<file path="config.mk">
export PLATFORM = sky130hd
export DESIGN_NAME = ata_cmd_frontend
export DESIGN_NICKNAME = d
export VERILOG_FILES = /design/src/rtl/ata_fe_pkg.sv /design/src/rtl/ata_fe_regs.sv /design/src/rtl/ata_fe_ident.sv /design/src/rtl/ata_fe_range.sv /design/src/rtl/ata_fe_seq.sv /design/src/rtl/ata_cmd_frontend.sv
export SDC_FILE = /design/constraint.sdc
export NUM_CORES = 1
export LEC_CHECK = 0
export BUFFER_PORTS_ARGS = -buffer_cell sky130_fd_sc_hd__clkbuf_2
export CELL_PAD_IN_SITES_DETAIL_PLACEMENT = 0
export CELL_PAD_IN_SITES_GLOBAL_PLACEMENT = 1
export CORE_MARGIN = 3
export CORE_UTILIZATION = 48
export CTS_CLUSTER_SIZE = 10
export DETAILED_ROUTE_END_ITERATION = 6
export GPL_TIMING_DRIVEN = 0
export PLACE_DENSITY = 0.84
export SLEW_MARGIN = 20
export SYNTH_ARGS = -nofsm -noshare
export SYNTH_HDL_FRONTEND = slang
export SYNTH_SLANG_ARGS = --single-unit
</file>
<file path="constraint.sdc">
create_clock -name clk -period 5.5 [get_ports clk]
set_clock_uncertainty 0.15 [all_clocks]
set_input_delay 1.1 -clock clk [delete_from_list [all_inputs] [get_ports clk]]
set_output_delay 1.1 -clock clk [all_outputs]
set_load 0.1 [all_outputs]
</file>
<file path="src/rtl/ata_fe_pkg.sv">
package ata_fe_pkg;

   typedef enum logic [1:0] {
      SEQ_IDLE  = 2'd0,
      SEQ_IDENT = 2'd1,
      SEQ_FLUSH = 2'd2,
      SEQ_TRIM  = 2'd3
   } seq_state_e;

   localparam logic [2:0] OFS_DATA    = 3'd0;
   localparam logic [2:0] OFS_ERRFEAT = 3'd1;
   localparam logic [2:0] OFS_DEV     = 3'd6;
   localparam logic [2:0] OFS_STATCMD = 3'd7;

   localparam int ST_BUSY  = 7;
   localparam int ST_READY = 6;
   localparam int ST_FAULT = 5;
   localparam int ST_DREQ  = 3;
   localparam int ST_ERR   = 0;

   localparam int DEV_SEL_BIT = 4;

   localparam logic [7:0] ERR_ABORT = 8'h04;

   localparam logic [7:0] OP_IDENT = 8'hEC;
   localparam logic [7:0] OP_FLUSH = 8'hE7;
   localparam logic [7:0] OP_DSM   = 8'h06;

endpackage

</file>
<file path="src/rtl/ata_fe_regs.sv">
module ata_fe_regs #(
   parameter int FIRST_OFS = 1,
   parameter int LAST_OFS  = 6
) (
   input  logic       clk,
   input  logic       rst_n,
   input  logic       wr,
   input  logic [2:0] addr,
   input  logic [7:0] wdata,
   output logic [7:0] feature,
   output logic [7:0] count,
   output logic [7:0] device,
   output logic [7:0] rd_byte
);
   localparam int N_REGS = LAST_OFS - FIRST_OFS + 1;

   if (FIRST_OFS < 1 || LAST_OFS > 6 || N_REGS < 1) begin : g_bad_range
      $error("ata_fe_regs: register range must lie within offsets 1..6");
   end

   logic [7:0] tf_bytes [FIRST_OFS:LAST_OFS];

   for (genvar i = FIRST_OFS; i <= LAST_OFS; i++) begin : g_reg
      logic [7:0] q;
      always_ff @(posedge clk or negedge rst_n) begin
         if (!rst_n)
            q <= 8'h00;
         else if (wr && addr == 3'(i))
            q <= wdata;
      end
      assign tf_bytes[i] = q;
   end

   assign feature = tf_bytes[1];
   assign count   = tf_bytes[2];
   assign device  = tf_bytes[6];

   always_comb begin
      rd_byte = 8'h00;
      for (int j = FIRST_OFS; j <= LAST_OFS; j++)
         if (addr == 3'(j)) rd_byte = tf_bytes[j];
   end
endmodule

</file>
<file path="src/rtl/ata_fe_ident.sv">
module ata_fe_ident #(
   parameter int                        WORDS         = 256,
   parameter int                        SERIAL_CHARS  = 20,
   parameter int                        VERSION_CHARS = 8,
   parameter logic [8*SERIAL_CHARS-1:0]  SERIAL_STR    = "SN0042A7            ",
   parameter logic [8*VERSION_CHARS-1:0] VERSION_STR   = "rev1.03 ",
   parameter int                        SERIAL_BASE   = 10,
   parameter int                        VERSION_BASE  = 23,
   parameter int                        FEATURE_WORD  = 85,
   parameter int                        WCACHE_BIT    = 5
) (
   input  logic [$clog2(WORDS)-1:0] idx,
   output logic [15:0]              word
);
   localparam int SERIAL_WORDS  = SERIAL_CHARS / 2;
   localparam int VERSION_WORDS = VERSION_CHARS / 2;

   if ((SERIAL_CHARS % 2) != 0 || (VERSION_CHARS % 2) != 0) begin : g_odd
      $error("ata_fe_ident: string lengths must be even");
   end
   if (SERIAL_BASE + SERIAL_WORDS > WORDS || VERSION_BASE + VERSION_WORDS > WORDS ||
       FEATURE_WORD >= WORDS || WCACHE_BIT > 15) begin : g_fit
      $error("ata_fe_ident: fields do not fit the table");
   end

   always_comb begin : p_word
      int n;
      n    = int'(idx);
      word = 16'h0000;
      if (n >= SERIAL_BASE && n < SERIAL_BASE + SERIAL_WORDS)
         word = SERIAL_STR[8*(SERIAL_CHARS - 2*(n - SERIAL_BASE)) - 1 -: 16];
      else if (n >= VERSION_BASE && n < VERSION_BASE + VERSION_WORDS)
         word = VERSION_STR[8*(VERSION_CHARS - 2*(n - VERSION_BASE)) - 1 -: 16];
      else if (n == FEATURE_WORD)
         word[WCACHE_BIT] = 1'b1;
   end
endmodule

</file>
<file path="src/rtl/ata_fe_range.sv">
module ata_fe_range #(
   parameter int              DATA_W   = 16,
   parameter int              LBA_W    = 48,
   parameter int              CNT_W    = 16,
   parameter longint unsigned CAPACITY = 131072
) (
   input  logic              clk,
   input  logic              rst_n,
   input  logic              clear,
   input  logic              word_valid,
   input  logic [DATA_W-1:0] word,
   output logic              entry_done,
   output logic              entry_bad
);
   localparam int ENTRY_W = LBA_W + CNT_W;
   localparam int PARTS   = ENTRY_W / DATA_W;
   localparam int PH_W    = (PARTS > 1) ? $clog2(PARTS) : 1;
   localparam logic [LBA_W:0] CAP_V = (LBA_W + 1)'(CAPACITY);

   if (ENTRY_W % DATA_W != 0 || PARTS < 2) begin : g_bad_split
      $error("ata_fe_range: entry must split into two or more data words");
   end

   logic [PH_W-1:0]   phase;
   logic [DATA_W-1:0] part_q [PARTS-1];
   logic [ENTRY_W-1:0] entry;
   logic [LBA_W-1:0]   lba;
   logic [CNT_W-1:0]   cnt;

   always_ff @(posedge clk or negedge rst_n) begin
      if (!rst_n)
         phase <= '0;
      else if (clear)
         phase <= '0;
      else if (word_valid)
         phase <= (phase == PH_W'(PARTS - 1)) ? '0 : phase + 1'b1;
   end

   for (genvar p = 0; p < PARTS - 1; p++) begin : g_part
      always_ff @(posedge clk or negedge rst_n) begin
         if (!rst_n)
            part_q[p] <= '0;
         else if (word_valid && phase == PH_W'(p))
            part_q[p] <= word;
      end
      assign entry[p*DATA_W +: DATA_W] = part_q[p];
   end
   assign entry[ENTRY_W-1 -: DATA_W] = word;

   assign lba = entry[LBA_W-1:0];
   assign cnt = entry[ENTRY_W-1 -: CNT_W];

   assign entry_done = word_valid && phase == PH_W'(PARTS - 1);
   assign entry_bad  = (cnt != '0) &&
                       (({1'b0, lba} + (LBA_W + 1)'(cnt)) > CAP_V);
endmodule

</file>
<file path="src/rtl/ata_fe_seq.sv">
module ata_fe_seq
   import ata_fe_pkg::*;
#(
   parameter int IDENT_WORDS = 256,
   parameter int BLOCK_WORDS = 256
) (
   input  logic                           clk,
   input  logic                           rst_n,
   input  logic                           cmd_wr,
   input  logic [7:0]                     cmd,
   input  logic                           trim_enable,
   input  logic [7:0]                     count,
   input  logic                           dev1_sel,
   input  logic                           data_rd,
   input  logic                           data_wr,
   input  logic                           status_rd,
   input  logic                           flush_done,
   input  logic                           range_done,
   input  logic                           range_bad,
   output seq_state_e                     state,
   output logic                           bsy,
   output logic                           drq,
   output logic                           err,
   output logic [7:0]                     err_reg,
   output logic [$clog2(IDENT_WORDS)-1:0] ident_idx,
   output logic                           flush_start,
   output logic                           trim_clear,
   output logic                           done_pulse,
   output logic                           irq
);
   localparam int IDX_W = $clog2(IDENT_WORDS);
   localparam int REM_W = 8 + $clog2(BLOCK_WORDS + 1);
   localparam logic [IDX_W-1:0] LAST_IDX = IDX_W'(IDENT_WORDS - 1);

   logic [REM_W-1:0] remain;
   logic             trim_bad;
   logic             trim_bad_now;
   logic             accept;
   logic             known;
   logic             done_ident;
   logic             done_flush;
   logic             done_trim;
   logic             abort_now;

   assign known = (cmd == OP_IDENT) || (cmd == OP_FLUSH) ||
                  (cmd == OP_DSM && trim_enable && count != 8'h00);

   assign accept       = cmd_wr && state == SEQ_IDLE && !dev1_sel;
   assign abort_now    = accept && !known;
   assign done_ident   = state == SEQ_IDENT && data_rd && ident_idx == LAST_IDX;
   assign done_flush   = state == SEQ_FLUSH && flush_done;
   assign done_trim    = state == SEQ_TRIM && data_wr && remain == REM_W'(1);
   assign done_pulse   = done_ident || done_flush || done_trim || abort_now;
   assign trim_bad_now = trim_bad || (range_done && range_bad);
   assign trim_clear   = accept;

   always_ff @(posedge clk or negedge rst_n) begin
      if (!rst_n) begin
         state       <= SEQ_IDLE;
         bsy         <= 1'b0;
         drq         <= 1'b0;
         err         <= 1'b0;
         err_reg     <= 8'h00;
         ident_idx   <= '0;
         remain      <= '0;
         trim_bad    <= 1'b0;
         flush_start <= 1'b0;
         irq         <= 1'b0;
      end else begin
         flush_start <= 1'b0;

         if (done_pulse)
            irq <= 1'b1;
         else if (status_rd)
            irq <= 1'b0;

         unique case (state)
            SEQ_IDLE: begin
               if (accept) begin
                  err     <= 1'b0;
                  err_reg <= 8'h00;
                  if (!known) begin
                     err     <= 1'b1;
                     err_reg <= ERR_ABORT;
                  end else if (cmd == OP_IDENT) begin
                     state     <= SEQ_IDENT;
                     drq       <= 1'b1;
                     ident_idx <= '0;
                  end else if (cmd == OP_FLUSH) begin
                     state       <= SEQ_FLUSH;
                     bsy         <= 1'b1;
                     flush_start <= 1'b1;
                  end else begin
                     state    <= SEQ_TRIM;
                     drq      <= 1'b1;
                     trim_bad <= 1'b0;
                     remain   <= REM_W'(count) * REM_W'(BLOCK_WORDS);
                  end
               end
            end
            SEQ_IDENT: begin
               if (data_rd) begin
                  if (done_ident) begin
                     state <= SEQ_IDLE;
                     drq   <= 1'b0;
                  end
                  ident_idx <= ident_idx + 1'b1;
               end
            end
            SEQ_FLUSH: begin
               if (done_flush) begin
                  state <= SEQ_IDLE;
                  bsy   <= 1'b0;
               end
            end
            SEQ_TRIM: begin
               if (data_wr) begin
                  trim_bad <= trim_bad_now;
                  remain   <= remain - 1'b1;
                  if (done_trim) begin
                     state   <= SEQ_IDLE;
                     drq     <= 1'b0;
                     err     <= trim_bad_now;
                     err_reg <= trim_bad_now ? ERR_ABORT : 8'h00;
                  end
               end
            end
            default: state <= SEQ_IDLE;
         endcase
      end
   end
endmodule

</file>
<file path="src/rtl/ata_cmd_frontend.sv">
module ata_cmd_frontend
   import ata_fe_pkg::*;
#(
   parameter int                        DATA_W        = 16,
   parameter int                        IDENT_WORDS   = 256,
   parameter int                        BLOCK_WORDS   = 256,
   parameter int                        LBA_W         = 48,
   parameter int                        CNT_W         = 16,
   parameter longint unsigned           CAPACITY      = 131072,
   parameter int                        SERIAL_CHARS  = 20,
   parameter int                        VERSION_CHARS = 8,
   parameter logic [8*SERIAL_CHARS-1:0]  SERIAL_STR    = "SN0042A7            ",
   parameter logic [8*VERSION_CHARS-1:0] VERSION_STR   = "rev1.03 "
) (
   input  logic        clk,
   input  logic        rst_n,
   input  logic [2:0]  reg_addr,
   input  logic        reg_wr,
   input  logic        reg_rd,
   input  logic [15:0] reg_wdata,
   output logic [15:0] reg_rdata,
   output logic        irq,
   output logic        flush_start,
   input  logic        flush_done
);
   localparam int ENTRY_WORDS = (LBA_W + CNT_W) / DATA_W;

   if (DATA_W != 16) begin : g_bad_width
      $error("ata_cmd_frontend: data port must be 16 bits");
   end
   if (IDENT_WORDS < 2 || (IDENT_WORDS & (IDENT_WORDS - 1)) != 0) begin : g_bad_ident
      $error("ata_cmd_frontend: IDENT_WORDS must be a power of two");
   end
   if (BLOCK_WORDS % ENTRY_WORDS != 0) begin : g_bad_block
      $error("ata_cmd_frontend: a block must hold whole range entries");
   end

   logic [7:0]  feature;
   logic [7:0]  count;
   logic [7:0]  device;
   logic [7:0]  tf_byte;
   logic [15:0] ident_word;
   logic [$clog2(IDENT_WORDS)-1:0] ident_idx;
   seq_state_e  state;
   logic        bsy, drq, err;
   logic [7:0]  err_reg;
   logic [7:0]  status;
   logic        trim_clear, done_pulse;
   logic        range_done, range_bad;
   logic        trim_word;

   ata_fe_regs #(.FIRST_OFS(1), .LAST_OFS(6)) u_regs (
      .clk     (clk),
      .rst_n   (rst_n),
      .wr      (reg_wr),
      .addr    (reg_addr),
      .wdata   (reg_wdata[7:0]),
      .feature (feature),
      .count   (count),
      .device  (device),
      .rd_byte (tf_byte)
   );

   ata_fe_ident #(
      .WORDS         (IDENT_WORDS),
      .SERIAL_CHARS  (SERIAL_CHARS),
      .VERSION_CHARS (VERSION_CHARS),
      .SERIAL_STR    (SERIAL_STR),
      .VERSION_STR   (VERSION_STR)
   ) u_ident (
      .idx  (ident_idx),
      .word (ident_word)
   );

   assign trim_word = reg_wr && reg_addr == OFS_DATA && state == SEQ_TRIM;

   ata_fe_range #(
      .DATA_W   (DATA_W),
      .LBA_W    (LBA_W),
      .CNT_W    (CNT_W),
      .CAPACITY (CAPACITY)
   ) u_range (
      .clk        (clk),
      .rst_n      (rst_n),
      .clear      (trim_clear),
      .word_valid (trim_word),
      .word       (reg_wdata),
      .entry_done (range_done),
      .entry_bad  (range_bad)
   );

   ata_fe_seq #(
      .IDENT_WORDS (IDENT_WORDS),
      .BLOCK_WORDS (BLOCK_WORDS)
   ) u_seq (
      .clk         (clk),
      .rst_n       (rst_n),
      .cmd_wr      (reg_wr && reg_addr == OFS_STATCMD),
      .cmd         (reg_wdata[7:0]),
      .trim_enable (feature[0]),
      .count       (count),
      .dev1_sel    (device[DEV_SEL_BIT]),
      .data_rd     (reg_rd && reg_addr == OFS_DATA),
      .data_wr     (reg_wr && reg_addr == OFS_DATA),
      .status_rd   (reg_rd && reg_addr == OFS_STATCMD),
      .flush_done  (flush_done),
      .range_done  (range_done),
      .range_bad   (range_bad),
      .state       (state),
      .bsy         (bsy),
      .drq         (drq),
      .err         (err),
      .err_reg     (err_reg),
      .ident_idx   (ident_idx),
      .flush_start (flush_start),
      .trim_clear  (trim_clear),
      .done_pulse  (done_pulse),
      .irq         (irq)
   );

   always_comb begin
      status           = 8'h00;
      status[ST_BUSY]  = bsy;
      status[ST_READY] = 1'b1;
      status[ST_FAULT] = 1'b0;
      status[ST_DREQ]  = drq;
      status[ST_ERR]   = err;
   end

   always_comb begin
      unique case (reg_addr)
         OFS_DATA:    reg_rdata = (state == SEQ_IDENT) ? ident_word : 16'h0000;
         OFS_ERRFEAT: reg_rdata = {8'h00, err_reg};
         OFS_STATCMD: reg_rdata = {8'h00, status};
         default:     reg_rdata = {8'h00, tf_byte};
      endcase
   end
endmodule

</file>
==> results of run 1 <==
-- placed cells by master, fill, tap and decap left out, types with 8 or more instances in the layout --
master     instances
dfrtp_1          124
nand2_1           91
mux2_2            91
nor2_1            77
o21ai_0           69
a21oi_1           48
nand3_1           39
clkbuf_1          38
clkbuf_2          36
nor3_1            30
ha_1              29
inv_1             22
nand4_1           20
xnor2_1           19
nor4_1            18
clkbuf_16         17
xor2_1            13
a31oi_1           12
o22ai_1           10
a22oi_1           10
and2_1            10
or3_1             10
nor2b_1            9
nor3b_1            9
buf_4              8
and3_1             8
a21o_1             8
-- repair_timing --
action                     in CTS  in global routing
gates resized for setup         4                 13
hold buffers                    0                  0
cloned                          0                  0
setup buffers                   0                  5
setup endpoints to repair       7                 13
-- area by class of cell --
type | instances | area [sq um] | area share
clock buffers | 19 | 442.9 | 0.04526
clock inverters | 12 | 171.4 | 0.01751
repair buffers | 45 | 279.0 | 0.02851
flip-flops and latches | 124 | 3103 | 0.3171
inverters | 24 | 93.84 | 0.009588
multi-input cells | 761 | 5190 | 0.5303
plain buffers | 51 | 225.2 | 0.02301
well taps | 225 | 281.5 | 0.02877
-- how the worst min path moves through the flow --
stage	endpoint	slack, ps	depth (start not counted)
floorplan	u_seq.remain[14]	310	2
global placement	u_regs.g_reg[5].q[2]	330	1
detailed placement	u_regs.g_reg[4].q[6]	340	1
CTS	u_regs.g_reg[3].q[6]	350	1
global route	u_regs.g_reg[3].q[4]	360	1
finish	u_regs.g_reg[3].q[4]	350	1
-- metal layers --
metal / part of all wire / vias up / global-route usage
met5: 0 / - / 0
met4: 0.012 / 0 / 0.05507
met3: 0.066 / 22 / 0.05155
met2: 0.43 / 254 / 0.3588
met1: 0.49 / 3740 / 0.3748
li1: - / 3690 / -
-- per-stage QoR --
step,setup WS (ps),hold WS (ps),utilization,area (sq um),std cells
3_3_place_gp,145.7,332.9,0.5217,9055,1224
2_1_floorplan,150.3,313.5,-,8578,960
6_report,239.5,353.7,0.5639,9787,1261
3_5_place_dp,94.64,337.4,0.5241,9096,1225
5_1_grt,17.75,360.2,0.5639,9787,1261
4_1_cts,18.30,350.0,0.5605,9728,1256
-- cells in the mapped netlist, types with 13 or more instances --
cell type / instances
a21oi_1: 49
a31oi_1: 13
clkbuf_1: 38
dfrtp_1: 124
ha_1: 30
inv_1: 22
mux2_2: 91
nand2_1: 91
nand3_1: 39
nand4_1: 20
nor2_1: 77
nor3_1: 30
nor4_1: 18
o21ai_0: 71
xnor2_1: 20
xor2_1: 14
-- kinds of logic (layout without fill, tap and decap cells) --
| logic type | count (synthesis) | count (layout) | share of synthesized area |
|---|---|---|---|
| compound gates | 230 | 230 | 0.1702 |
| buf+inv | 75 | 151 | 0.03594 |
| xor+xnor | 35 | 35 | 0.03668 |
| other cells | 1 | 1 | 0.0004379 |
| flops | 124 | 124 | 0.3624 |
| mux | 98 | 98 | 0.1284 |
| simple gates | 366 | 366 | 0.2198 |
| fa+ha+maj | 31 | 31 | 0.04617 |
-- power breakdown --
part	leakage, nW	switching, W	total (W)	internal [W]
Clock	0.295	0.000418	0.00118	0.000764
Sequential	1.62	0.0000617	0.00105	0.000989
Combinational	2.27	0.000532	0.000856	0.000324
Total	4.18	0.00101	0.00309	0.00208
==> flow_summary.ini, run 1 <==
[route]
drc = 0
firstDrtPassIters = 5
post_drt_wl_per_cell_um = 19.02
routed_wl_um = 23990
via_per_inst = 6.111
drt_iter0_markers = 678
ant_nets = 0
vias = 7706

[clock_tree]
cts_root_buf = clkbuf_16
cts_tree = done
cts_buffer_depth = 2
clock-sinks = 124
numCtsBuffers = 17
insertion_delay_ps = 420
cts.htree.levels = 4
path_clk_slew_ps = 50

[worst_setup_path]
crit_arrival_ps = 4010
worstReg2RegEnd = u_seq.err_reg[2]
rr_startpoint = u_range.entry[12]
max_stage_delay_ps = 460
cpMaxStageDelayCell = dfrtp_1
critPathRequiredTime_ps = 4250
path_class = register to output port
cp-endpoint = reg_rdata[0]
cp.depth = 13
worst_setup_path_start_kind = register
r2r_setup_slack_ps = 1350
r2r_cells = 12
worst-path-buf-inv = 3
critPathTopFamily = compound AO/OA/AOI/OAI gates
path_max_fanout = 10
crit_chain = clkbuf_2, inv_1, ha_1, xor2_2, nor2_1, o211a_1, a211oi_1, xor2_1, nor2b_1, a41oi_1, or3_1, a21oi_2, buf_8
end_kind = output port
crit_path_start = u_seq.ident_idx[2]

[power_and_ir_drop]
power-per-cell-area_nw_per_um2 = 315.7
ir_worst_vdd_v = 0.0002789
leakagePower_nw = 4.182
power_w = 0.003089

[yosys]
async_reset_ff_frac = 1.000
synthTopCellsByArea = dfrtp_1 36%, mux2_2 12%, ha_1 4.4%
synth_edf_count = 0
yosys_warnings = 0
synth.avg_cell_area_sq_um = 8.920
synthFlopType = dfrtp_1
synth_area_leader_cell = dfrtp_1
netlist_area_sq_um = 8563
synth_top_area_frac = 0.3624
syn_inst = 960
yosysSeqAreaShare = 0.3624
synth_nets = 1015
ys_types = 77
ys_seq_elements = 124

[placement]
gp_congestion = 0.9200
dpl.hpwl_um = 17500
port_buffers = 39

[grt]
grt_use_total = 0.2454
grt_pass1_vias = 7173
antenna_found_initial = 0
grt_max_degree = 80
grt.overflow.total = 0
grt_pass1_wl_um = 38800

[layout]
area_growth_pct = 14.29
largest_reg_flops = 48
layout-drive-gt1-share = 0.1959
diodes = 0
fillCellCount = 1606
nets = 1079

[die]
design.die.area_sq_um = 19480
die_y_um = 139.6
core-area_sq_um = 17360
fp-row-count = 48
initial_utilization = 0.4934
pin_count = 42
die_width_um = 139.6

[sta]
tightest_slew_ps = 1107
layout_min_cycle_time_ps = 5260
relSlewSlack = 0.2559
period_share = 0.9564
final_hold_viol_count = 0
max_freq_mhz = 190.1
maxSlewViolCount = 0
tns_ps = 0
finalSetupViolCount = 0
grt_setup_unrepaired = false

[worst_hold_path]
hold_path.class = register to register
hp-start = u_regs.g_reg[3].q[4]

[run_status]
status = finished clean

[flow_run]
drv_cap = 0
(Power assumes the default switching activity.)
==> run 2: changes to the inputs <==
--- a/config.mk
+++ b/config.mk
@@ -5,11 +5,12 @@
 export SDC_FILE = /design/constraint.sdc
 export NUM_CORES = 1
 export LEC_CHECK = 0
-export BUFFER_PORTS_ARGS = -buffer_cell sky130_fd_sc_hd__clkbuf_2
+export BUFFER_PORTS_ARGS = -buffer_cell sky130_fd_sc_hd__buf_2
 export CELL_PAD_IN_SITES_DETAIL_PLACEMENT = 0
 export CELL_PAD_IN_SITES_GLOBAL_PLACEMENT = 1
 export CORE_MARGIN = 3
 export CORE_UTILIZATION = 48
+export CTS_BUF_LIST = sky130_fd_sc_hd__clkbuf_16
 export CTS_CLUSTER_SIZE = 10
 export DETAILED_ROUTE_END_ITERATION = 6
 export GPL_TIMING_DRIVEN = 0
==> run 2 against run 1 <==
Against the previous run: die area is the same; via count grew 0.62%; sequential cell count is the same; non-clock buffer count shrank 3; utilization shrank 0.22 points; sequential share of layout area grew 0.13 points; combinational power shrank 4.2%; final cell count shrank 0.16%.
==> flow_summary.ini, run 2 (synthesis results as in run 1) <==
[power_and_ir_drop]
power-per-cell-area_nw_per_um2 = 311.6
power_w = 0.003038
sw_frac_of_total = 0.3315
switchingPower_w = 0.001007
combPwrFrac = 0.270
ir_worst_vdd_v = 0.0003149
sequentialPowerShare = 0.346
intPower_w = 0.002031
leakagePower_nw = 4.166
power_frac_clock = 0.384

[clock_tree]
cts.htree.levels = 4
path_clk_slew_ps = 50
insertion_delay_ps = 420
cts_buffer_depth = 2
cts_root_buf = clkbuf_16
clock-sinks = 124
cts_tree = done
numCtsBuffers = 17

[route]
via_per_inst = 6.159
ant_nets = 0
post_drt_wl_per_cell_um = 19.11
routed_wl_um = 24060
drc = 0
drt_iter0_markers = 665
vias = 7754
firstDrtPassIters = 5

[sta]
period_share = 0.9586
grt_setup_unrepaired = true
final_hold_viol_count = 0
tns_ps = 0
layout_min_cycle_time_ps = 5273
maxSlewViolCount = 0
max_freq_mhz = 189.7
relSlewSlack = 0.2760
tightest_slew_ps = 1077
finalSetupViolCount = 0
worst_slack_ps = 227.5

[grt]
grt_use_total = 0.2487
antenna_found_initial = 0
grt_pass1_vias = 7250
grt_max_degree = 99
grt.overflow.total = 0
grt_pass1_wl_um = 39500

[worst_setup_path]
crit_chain = clkbuf_2, inv_1, ha_1, xor2_2, xnor2_1, nand3_1, xor2_1, or4_1, a21oi_1, o21ai_0, a31oi_2, buf_2
cpMaxStageDelayCell = xnor2_1
crit_arrival_ps = 4020
worst-path-buf-inv = 3
r2r_cells = 12
worst_setup_path_start_kind = register
path_max_fanout = 10
path_class = register to output port
max_stage_delay_ps = 600
cp.depth = 12
critPathTopFamily = XOR/XNOR gates
end_kind = output port
critPathRequiredTime_ps = 4250

[die]
die_width_um = 139.6
design.die.area_sq_um = 19480
core-area_sq_um = 17360
fp-row-count = 48
initial_utilization = 0.4934
pin_count = 42
die_y_um = 139.6

[layout]
fillCellCount = 1585
final_cell_mix = 124 x dfrtp_1, 91 x nand2_1, 91 x mux2_2, 77 x nor2_1, 70 x o21ai_0
largest_reg_flops = 48
diodes = 0
seq_area_sq_um = 3103
layout_commonest_cell = dfrtp_1
multi_input_area_sq_um = 5182
nets = 1076
final_cell_area_sq_um = 9748
layout-drive-gt1-share = 0.1896
area_growth_pct = 13.84

[placement]
dpl_cell_area_sq_um = 9097
port_buffers = 39
dp_slack_ps = 190.4
gp_congestion = 0.9287
dpl.hpwl_um = 17670

[worst_hold_path]
hold_path.class = register to register
whs_path_depth = 1

[run_status]
status = finished clean

[flow_run]
drv_cap = 0
-- run 2: changes by cell type in the layout (fill, tap and decap cells not counted), sizes merged --
cell | previous run | this run
clkbuf | 93 | 57
clkinv | 6 | 5
inv | 22 | 25
buf | 22 | 53
clkinvlp | 4 | 5
-- run 2: metal layers --
layer	up-vias	share of wire	GRT usage	wire, um
met5	-	0	0	0
met4	0	0.011	0.05507	259
met3	23	0.060	0.04158	1433
met2	225	0.44	0.3649	10620
met1	3810	0.49	0.3861	11750
li1	3696	-	-	-
-- run 2: power by group through the flow --
stage,logic (W),clock network (W),registers (W)
after floorplan,0.000591,0,0.00105
after global placement,0.000765,0,0.00106
after detailed placement,0.000775,0,0.00107
after CTS,0.000783,0.00118,0.00105
after global routing,0.000902,0.00122,0.00106
final,0.000820,0.00117,0.00105
-- run 2: through the flow --
step                      hold WS (ps)  instances  utilization
after floorplan                  313.5        960            -
after global placement           332.5       1224       0.5217
after detailed placement         337.1       1225       0.5241
after CTS                        349.1       1257       0.5598
after global routing             371.3       1259       0.5616
final                            348.6       1259       0.5616
-- run 2: worst paths after layout --
kind / start / to / slack (ps)
hold reg to reg: u_regs.g_reg[4].q[6] / u_regs.g_reg[4].q[6] / 350
setup / recovery: u_seq.ident_idx[2] / reg_rdata[12] / 230
max in group asynchronous: rst_n / u_seq.remain[7] / 4050
hold / removal: u_regs.g_reg[4].q[6] / u_regs.g_reg[4].q[6] / 350
setup reg to reg: u_range.entry[12] / u_seq.err_reg[2] / 1500
min in group asynchronous: rst_n / u_seq.ident_idx[3] / 380
-- run 2: area by class of cell --
cell class                 count  area share
tap                          225     0.02888
multi-input combinational    761      0.5316
sequential                   124      0.3183
timing repair buffer          42     0.02631
clock buffer                  17     0.04364
inverter                      24    0.009626
buffer                        51     0.02285
clock inverter                15     0.01874
-- run 2: timing repair --
| action | 4_1_cts | 5_1_grt |
|---|---|---|
| setup endpoints to repair | 1 | 8 |
| resized for setup | 3 | 7 |
| hold buffers | 0 | 0 |
| gates cloned | 0 | 0 |
| setup buffers | 0 | 2 |
| pin swaps | 0 | 0 |
-- run 2: worst register-to-register path, delay by kind of cell, from the launching register on --
family,cells,cell delay [ps]
simple gates,4,1090
buf+inv,1,200
compound gates,6,1780
flops,1,370
fa+ha+maj,1,260
==> run 3: changes to the inputs <==
--- a/config.mk
+++ b/config.mk
@@ -13,7 +13,7 @@
 export CTS_BUF_LIST = sky130_fd_sc_hd__clkbuf_16
 export CTS_CLUSTER_SIZE = 10
 export DETAILED_ROUTE_END_ITERATION = 6
-export GPL_TIMING_DRIVEN = 0
+export GPL_TIMING_DRIVEN = 1
 export PLACE_DENSITY = 0.84
 export SLEW_MARGIN = 20
 export SYNTH_ARGS = -nofsm -noshare
==> run 3 against run 2 <==
Against the previous run: total power is 2.3% lower; first-iteration DRC count fell by 25%; sequential share of layout area up 0.80 points; maximum frequency is 2.2% higher; setup slack improved by 110 ps; global-route usage is 0.17 points lower; register-to-register slack better by 240 ps; sequential power about the same; highest routed layer unchanged.
==> flow_summary.ini, run 3 (synthesis results as in run 1) <==
[worst_setup_path]
path_class = register to output port
path_max_fanout = 13
cpMaxStageDelayCell = dfrtp_1
end_kind = output port
max_stage_delay_ps = 650
critPathRequiredTime_ps = 4250
crit_arrival_ps = 3910
r2r_cells = 12
worstReg2RegEnd = u_seq.err_reg[2]
rr_startpoint = u_range.entry[0]
worst_setup_path_start_kind = register
crit_chain = o21ai_0, xnor2_2, mux2i_1, o22ai_1, xor2_1, xor2_1, or4_1, a21oi_1, o21ai_0, a31oi_2, buf_2
crit_path_start = u_seq.ident_idx[3]
r2r_setup_slack_ps = 1740
cp-endpoint = reg_rdata[12]

[layout]
final_cells = 1212
area_growth_pct = 11.03
largest_reg_flops = 48
layout_commonest_cell = dfrtp_1
nets = 1031
diodes = 0
layout-drive-gt1-share = 0.1915
final_cell_mix = 124 x dfrtp_1, 91 x nand2_1, 91 x mux2_2, 77 x nor2_1, 70 x o21ai_0

[grt]
grt_max_degree = 62
grt_use_total = 0.2470
antenna_found_initial = 0
grt_pass1_vias = 7059
grt.overflow.total = 0
grt_pass1_wl_um = 38880

[power_and_ir_drop]
ir_worst_vdd_v = 0.0003097
power-per-cell-area_nw_per_um2 = 312.0
leakagePower_nw = 4.081

[die]
fp-row-count = 48
design.die.area_sq_um = 19480
die_y_um = 139.6
pin_count = 42
initial_utilization = 0.4934
core-area_sq_um = 17360
die_width_um = 139.6

[worst_hold_path]
hp-start = u_regs.device[5]
hold_path.class = register to register

[sta]
maxSlewViolCount = 0
layout_min_cycle_time_ps = 5161
finalSetupViolCount = 0
tightest_slew_ps = 888.4
final_hold_viol_count = 0
period_share = 0.9384
max_freq_mhz = 193.7
tns_ps = 0
relSlewSlack = 0.4063
grt_setup_unrepaired = false

[route]
post_drt_wl_per_cell_um = 19.88
drc = 0
vias = 7599
drt_iter0_markers = 502
ant_nets = 0
via_per_inst = 6.270
firstDrtPassIters = 6
routed_wl_um = 24090

[placement]
dpl.cell_count = 1182
gp_congestion = 0.9651
dpl.hpwl_um = 17130
port_buffers = 40

[clock_tree]
cts_root_buf = clkbuf_16
cts_buffer_depth = 2
hold_buffers = 0
cts_tree = done
cts_resized = 0
numCtsBuffers = 17
clock-sinks = 124
insertion_delay_ps = 410
path_clk_slew_ps = 60
cts.htree.levels = 4
post-cts-setup-buffers = 0

[flow_run]
drv_cap = 0

[run_status]
status = finished clean
run 3: cell types whose count changed in the layout (fill, tap and decap cells not counted), sizes merged:
cell | previous run | this run
clkbuf | 57 | 18
buf | 53 | 47
clkinvlp | 5 | 2
clkinv | 5 | 7
bufinv | 4 | 3
run 3: metal layers:
layer  up-vias  wire length [um]  global-route usage
li1       3605                 -                   -
met2       241             10790              0.3728
met3        24              1452             0.04983
met4         0               267             0.05609
met1      3729             11580              0.3684
met5         -                 0                   0
run 3: where the power goes:
group / total (W) / leakage (nW) / switching [W] / internal [W]
logic: 0.000805 / 2.17 / 0.000523 / 0.000282
clock network: 0.00111 / 0.289 / 0.000411 / 0.000703
registers: 0.00105 / 1.62 / 0.0000591 / 0.000989
total: 0.00297 / 4.08 / 0.000992 / 0.00197
run 3: critical path, delay by kind of cell, from the launching register on:
kind / cells / cell delay [ps]
AO/OA/AOI/OAI: 5 / 950
buffers and inverters: 1 / 450
multiplexers: 1 / 120
AND/OR/NAND/NOR: 1 / 480
flip-flops: 1 / 650
XOR/XNOR: 3 / 850
run 3: final cells by class:
cell class / instances / area (sq um)
Sequential cell: 124 / 3103
Tap cell: 225 / 281.5
Inverter: 24 / 90.09
Multi-Input combinational cell: 761 / 5186
Clock inverter: 13 / 156.4
Clock buffer: 17 / 425.4
Timing Repair Buffer: 48 / 265.3
Fill cell: 1624 / 7849
run 3: worst min-delay path by stage:
stage                                 endpoint  slack, ps  cells past startpoint
after global placement    u_regs.g_reg[3].q[6]        330                      1
after floorplan               u_seq.remain[14]        310                      2
after detailed placement  u_regs.g_reg[4].q[6]        340                      1
after CTS                 u_regs.g_reg[5].q[7]        360                      1
after global routing      u_regs.g_reg[3].q[3]        370                      1
final                         u_regs.device[5]        350                      1
run 3: through the flow:
step / total power [W] / area (sq um) / hold WS, ps / util / setup slack [ps]
after floorplan: 0.001636 / 8578 / 313.5 / - / 150.3
after global placement: 0.001848 / 8905 / 330.9 / 0.5130 / 694.9
after detailed placement: 0.001846 / 8905 / 338.6 / 0.5130 / 642.7
after CTS: 0.002967 / 9487 / 357.3 / 0.5466 / 190.6
after global routing: 0.003121 / 9508 / 365.8 / 0.5478 / 60.26
final: 0.002967 / 9508 / 354.7 / 0.5478 / 338.5
